File: src/rtl/wsc_pkg.sv
package wsc_pkg;

    localparam int ADDR_W_DEF   = 24;
    localparam int REGION_W_DEF = 3;
    localparam int WAIT_W_DEF   = 2;

    typedef enum logic [1:0] {
        SEL_TYPE = 2'd0,
        SEL_WEN  = 2'd1,
        SEL_WAIT = 2'd2,
        SEL_NONE = 2'd3
    } cfg_sel_e;

    // Length in cycles of one access, given the region's two bits and the wait count.
    function automatic logic [7:0] access_len(input logic three_state,
                                              input logic wait_on,
                                              input logic [7:0] waits);
        if (!three_state)
            return 8'd2;
        else if (wait_on)
            return 8'd3 + waits;
        else
            return 8'd3;
    endfunction

endpackage

File: src/rtl/wsc_regs.sv
module wsc_regs
    import wsc_pkg::*;
#(
    parameter int NREG       = 8,
    parameter int WAIT_W     = 2,
    parameter int WAIT_RESET = 3
) (
    input  logic              clk,
    input  logic              rst,
    input  logic              we,
    input  logic [1:0]        sel,
    input  logic [NREG-1:0]   wdata,
    output logic [NREG-1:0]   three_state,
    output logic [NREG-1:0]   wait_en,
    output logic [WAIT_W-1:0] wait_cnt
);

    cfg_sel_e sel_e;
    assign sel_e = cfg_sel_e'(sel);

    always_ff @(posedge clk) begin
        if (rst) begin
            three_state <= '1;
            wait_en     <= '0;
            wait_cnt    <= WAIT_W'(WAIT_RESET);
        end else if (we) begin
            case (sel_e)
                SEL_TYPE: three_state <= wdata;
                SEL_WEN:  wait_en     <= wdata;
                SEL_WAIT: wait_cnt    <= wdata[WAIT_W-1:0];
                default:  ;
            endcase
        end
    end

endmodule

File: src/rtl/wsc_decode.sv
module wsc_decode
    import wsc_pkg::*;
#(
    parameter int ADDR_W   = 24,
    parameter int REGION_W = 3,
    parameter int WAIT_W   = 2,
    parameter int LEN_W    = 3
) (
    input  logic [ADDR_W-1:0]          addr,
    input  logic [(1<<REGION_W)-1:0]   three_state,
    input  logic [(1<<REGION_W)-1:0]   wait_en,
    input  logic [WAIT_W-1:0]          wait_cnt,
    output logic [REGION_W-1:0]        region,
    output logic [LEN_W-1:0]           len
);

    localparam int NREG = 1 << REGION_W;

    logic [LEN_W-1:0] len_tab [NREG];
    logic             unused_offset;

    assign region        = addr[ADDR_W-1 -: REGION_W];
    assign unused_offset = ^addr[ADDR_W-REGION_W-1:0];

    for (genvar g = 0; g < NREG; g++) begin : g_region
        assign len_tab[g] = LEN_W'(access_len(three_state[g], wait_en[g], 8'(wait_cnt)));
    end

    assign len = len_tab[region];

endmodule

File: src/rtl/wsc_seq.sv
module wsc_seq #(
    parameter int REGION_W = 3,
    parameter int LEN_W    = 3
) (
    input  logic                clk,
    input  logic                rst,
    input  logic                req_valid,
    input  logic [REGION_W-1:0] region_in,
    input  logic [LEN_W-1:0]    len_in,
    output logic                active,
    output logic                ready,
    output logic                strobe,
    output logic [LEN_W-1:0]    len_q,
    output logic [REGION_W-1:0] region_q
);

    logic [LEN_W-1:0] cnt;
    logic             take;

    assign ready  = active && (cnt == len_q);
    assign strobe = active && (cnt >= LEN_W'(2));
    assign take   = req_valid && (!active || ready);

    always_ff @(posedge clk) begin
        if (rst) begin
            active   <= 1'b0;
            cnt      <= '0;
            len_q    <= '0;
            region_q <= '0;
        end else if (take) begin
            active   <= 1'b1;
            cnt      <= LEN_W'(1);
            len_q    <= len_in;
            region_q <= region_in;
        end else if (ready) begin
            active   <= 1'b0;
            cnt      <= '0;
            len_q    <= '0;
            region_q <= '0;
        end else if (active) begin
            cnt <= cnt + LEN_W'(1);
        end
    end

endmodule

File: src/rtl/wsc_top.sv
module wsc_top
    import wsc_pkg::*;
#(
    parameter int ADDR_W     = ADDR_W_DEF,
    parameter int REGION_W   = REGION_W_DEF,
    parameter int WAIT_W     = WAIT_W_DEF,
    parameter int WAIT_RESET = 3,
    localparam int NREG      = 1 << REGION_W,
    localparam int LEN_W     = $clog2((1 << WAIT_W) + 3)
) (
    input  logic                clk,
    input  logic                rst,
    input  logic                cfg_we,
    input  logic [1:0]          cfg_sel,
    input  logic [NREG-1:0]     cfg_wdata,
    input  logic                req_valid,
    input  logic [ADDR_W-1:0]   req_addr,
    output logic                acc_active,
    output logic                acc_ready,
    output logic                data_strobe,
    output logic [LEN_W-1:0]    acc_len,
    output logic [REGION_W-1:0] acc_region
);

    logic [NREG-1:0]     three_state;
    logic [NREG-1:0]     wait_en;
    logic [WAIT_W-1:0]   wait_cnt;
    logic [REGION_W-1:0] dec_region;
    logic [LEN_W-1:0]    dec_len;

    wsc_regs #(.NREG(NREG), .WAIT_W(WAIT_W), .WAIT_RESET(WAIT_RESET)) u_regs (
        .clk(clk), .rst(rst), .we(cfg_we), .sel(cfg_sel), .wdata(cfg_wdata),
        .three_state(three_state), .wait_en(wait_en), .wait_cnt(wait_cnt)
    );

    wsc_decode #(.ADDR_W(ADDR_W), .REGION_W(REGION_W), .WAIT_W(WAIT_W), .LEN_W(LEN_W)) u_dec (
        .addr(req_addr), .three_state(three_state), .wait_en(wait_en),
        .wait_cnt(wait_cnt), .region(dec_region), .len(dec_len)
    );

    wsc_seq #(.REGION_W(REGION_W), .LEN_W(LEN_W)) u_seq (
        .clk(clk), .rst(rst), .req_valid(req_valid), .region_in(dec_region),
        .len_in(dec_len), .active(acc_active), .ready(acc_ready),
        .strobe(data_strobe), .len_q(acc_len), .region_q(acc_region)
    );

endmodule

File: config.mk
export PLATFORM = sky130hd
export DESIGN_NAME = wsc_top
export DESIGN_NICKNAME = d
export VERILOG_FILES = /design/src/rtl/wsc_pkg.sv /design/src/rtl/wsc_regs.sv /design/src/rtl/wsc_decode.sv /design/src/rtl/wsc_seq.sv /design/src/rtl/wsc_top.sv
export SDC_FILE = /design/constraint.sdc
export NUM_CORES = 1
export LEC_CHECK = 0
export ABC_CLOCK_PERIOD_IN_PS = 1800
export BUFFER_PORTS_ARGS = -buffer_cell sky130_fd_sc_hd__buf_2
export CORE_MARGIN = 3
export CORE_UTILIZATION = 49
export DETAILED_ROUTE_END_ITERATION = 12
export GPL_TIMING_DRIVEN = 0
export PLACE_DENSITY = 0.78
export REMOVE_ABC_BUFFERS = 1
export SLEW_MARGIN = 40
export SYNTH_ARGS = -nofsm -noshare
export SYNTH_HDL_FRONTEND = slang
export SYNTH_SLANG_ARGS = --single-unit
File: constraint.sdc
create_clock -name clk -period 1.8 [get_ports clk]
set_input_delay 0.18 -clock clk [delete_from_list [all_inputs] [get_ports clk]]
set_output_delay 0.18 -clock clk [all_outputs]
set_load 0.02 [all_outputs]
==> impl_metrics.env <==
export IMPL_coreArea_um2=2570
export IMPL_grt_max_degree=25
export IMPL_ys_ff_latch=28
export IMPL_maxSlewHeadroom_pct=57.8
export IMPL_area_growth_pct=13.4
export IMPL_diodes=0
export IMPL_die_w_um=59.0
export IMPL_critPathCaptureType="output pin"
export IMPL_whs_path_depth=2
export IMPL_synth_cell_types=35
export IMPL_slew_violations=0
export IMPL_critPathArrivalTime_ps=1470
export IMPL_overflow=0
export IMPL_antenna_left=0
export IMPL_tightest_slew_ps=626
export IMPL_critical_path_startpoint_type="flop"
export IMPL_synth_top_cell_area_share_pct=40.7
export IMPL_startpoint="u_seq.cnt[1]$_SDFFE_PP0P_"
export IMPL_tns_ps=0
export IMPL_yosys_most_used_dff="dfxtp_1"
export IMPL_r2r_start="u_seq.cnt[1]$_SDFFE_PP0P_"
export IMPL_drc_errors=0
export IMPL_cts_made_buffers=3
export IMPL_cts_htree_levels=1
export IMPL_n_fill_cell=239
export IMPL_die_area_um2=3480
export IMPL_synth_async_reset_ratio_pct=0
export IMPL_vias_per_cell=5.83
export IMPL_period_needed_ps=1650
export IMPL_hold_path_class="in -> reg"
export IMPL_synth_top_area_cell="dfxtp_1"
export IMPL_wl_per_cell_um=14.8
export IMPL_nNetsFinal=200
export IMPL_required_ps=1620
export IMPL_initial_core_util_pct=53.7
export IMPL_hpwl_mm=2.04
export IMPL_clk_latency_ps=330
export IMPL_p_leak_nw=0.706
export IMPL_hold_viol_final=0
export IMPL_dpl_cell_count=183
export IMPL_tritoncts="yes"
export IMPL_grt_pass1_vias=1005
export IMPL_setup_viol=0
export IMPL_num_vias=1096
export IMPL_syn_avg_cell_area_um2=10.2
export IMPL_rows=18
export IMPL_max_cap_viol_count=0
export IMPL_antenna_found_initial=0
export IMPL_grt_usage_pct=17.1
export IMPL_ys_seq_area_share_pct=40.7
export IMPL_yosys_warnings=0
export IMPL_critical_path_class="reg -> out"
export IMPL_fmax_mhz=605
export IMPL_io_pins=47
export IMPL_clock_sinks=28
export IMPL_worstHoldStart="cfg_wdata[3]"
export IMPL_timing_final_crit_share_pct=91.9
export IMPL_root_buffer="clkbuf_4"
export IMPL_finalNonFillerCells=188
export IMPL_die_y_um=59.0
export IMPL_status="finished clean"
export IMPL_clkTransAtPathRegs_ps=150
export IMPL_fin_worst_skew_ps=4.96
export IMPL_path_max_fanout=5
export IMPL_r2r_slack_ps=160
export IMPL_cts_path_max_buffers=2
export IMPL_r2r_worst_path_cells=4
export IMPL_synth_area_top_cells="dfxtp_1 41%, mux2i_1 7.3%, a211o_1 5.7%"
export IMPL_grt_pass1_wl_mm=4.51
export IMPL_synth_common_cells="28 x dfxtp_1, 11 x nor2_1, 10 x mux2i_1"
export IMPL_rsz0062_at_grt="true"
export IMPL_yosysMostFrequentCell="dfxtp_1"
export IMPL_dr_first_iter_drc_count=55
export IMPL_portBuffers=25
export IMPL_syn_area_um2=1380
export IMPL_p_per_area_nw_per_um2=862
export IMPL_synth_edff_count=0
export IMPL_gp_congestion=0.755
export IMPL_first_pass_iters=4
export IMPL_drive_gt1_share_pct=23.4
export IMPL_finalWirelength_mm=2.78
export IMPL_hold_buffers=0
export IMPL_syn_instance_count=135
export IMPL_peakVddDrop_uv=541
## cell type report
| cell class | instances | area [µm²] | area share [%] |
|---|---|---|---|
| Timing Repair Buffer | 26 | 133 | 8.49 |
| Multi-Input combinational cell | 94 | 773 | 49.5 |
| Sequential cell | 28 | 561 | 35.9 |
| Tap cell | 30 | 37.5 | 2.40 |
| Clock buffer | 4 | 36.3 | 2.32 |
| Inverter | 6 | 22.5 | 1.44 |
## repair_timing
action                     CTS  global route
buffers inserted             1             0
setup endpoints to repair    1             4
pin swaps                    1             0
gates resized for setup      0             1
## worst max-delay path: stages, from the launching register on
cell	delay (ps)
dfxtp_1	470
xor2_1	280
nor3_2	90
and2_1	160
buf_2	150
## metal layers
metal / vias to the layer above / routed length, µm / global-route usage, %
met4: 0 / 57 / 7.77
li1: 540 / - / -
met3: 6 / 87 / 2.61
met1: 526 / 1230 / 21.1
met2: 24 / 1400 / 29.3
met5: - / 0 / 0
## power breakdown
part	internal, mW	total [mW]	switching (mW)
clock network	0.124	0.309	0.185
logic	0.145	0.323	0.178
registers	0.669	0.716	0.0470
total	0.938	1.35	0.410
## state kept, by name (all words and copies together), names as in the netlist
signal              cells
u_regs.three_state      8
u_regs.wait_cnt         2
u_regs.wait_en          8
u_seq.active            1
u_seq.cnt               3
u_seq.len_q             3
u_seq.region_q          3
## cells by family (layout without fill, tap and decap cells)
kind of cell / Yosys count / after routing / synth area share [%]
mux: 14 / 14 / 14.4
compound gates: 28 / 28 / 17.7
fa+ha+maj: 3 / 3 / 2.73
xor+xnor: 4 / 4 / 2.54
simple gates: 45 / 45 / 17.8
flops: 28 / 28 / 40.7
buf+inv: 13 / 36 / 4.18
## cells in the final DEF (no fill, tap or decap), types with 2 or more instances in the layout
| cell | count |
|---|---|
| nand2_1 | 7 |
| clkbuf_4 | 3 |
| nor2b_1 | 9 |
| nand3_1 | 4 |
| nand3b_1 | 2 |
| ha_1 | 3 |
| a22o_1 | 4 |
| mux4_2 | 2 |
| inv_1 | 6 |
| nand2b_1 | 5 |
| mux2i_1 | 10 |
| buf_2 | 25 |
| o2111ai_1 | 4 |
| a211oi_1 | 2 |
| xor2_1 | 4 |
| a211o_1 | 9 |
| nor2_1 | 11 |
| dfxtp_1 | 28 |
| mux4_1 | 2 |
| o21ai_0 | 2 |
## path summary, 6_finish.rpt
kind                                   endpoint
min          u_regs.three_state[3]$_SDFFE_PP1P_
min reg2reg      u_seq.region_q[1]$_SDFFE_PP0P_
max                                   acc_ready
max reg2reg         u_seq.len_q[1]$_SDFFE_PP0P_
## stage by stage
step / utilization [%] / cell area [µm²] / hold slack, ps / setup slack [ps] / total power [mW]
3_5_place_dp: 58.9 / 1510 / 405 / 120 / 1.03
5_1_grt: 60.9 / 1560 / 40.3 / -6.04 / 1.42
2_1_floorplan: - / 1340 / 249 / 255 / 0.922
3_3_place_gp: 58.6 / 1510 / 394 / 155 / 1.01
6_report: 60.9 / 1560 / 54.6 / 147 / 1.35
4_1_cts: 60.6 / 1560 / 47.5 / 115 / 1.35
Note: power is estimated with default switching activity, not from simulation.
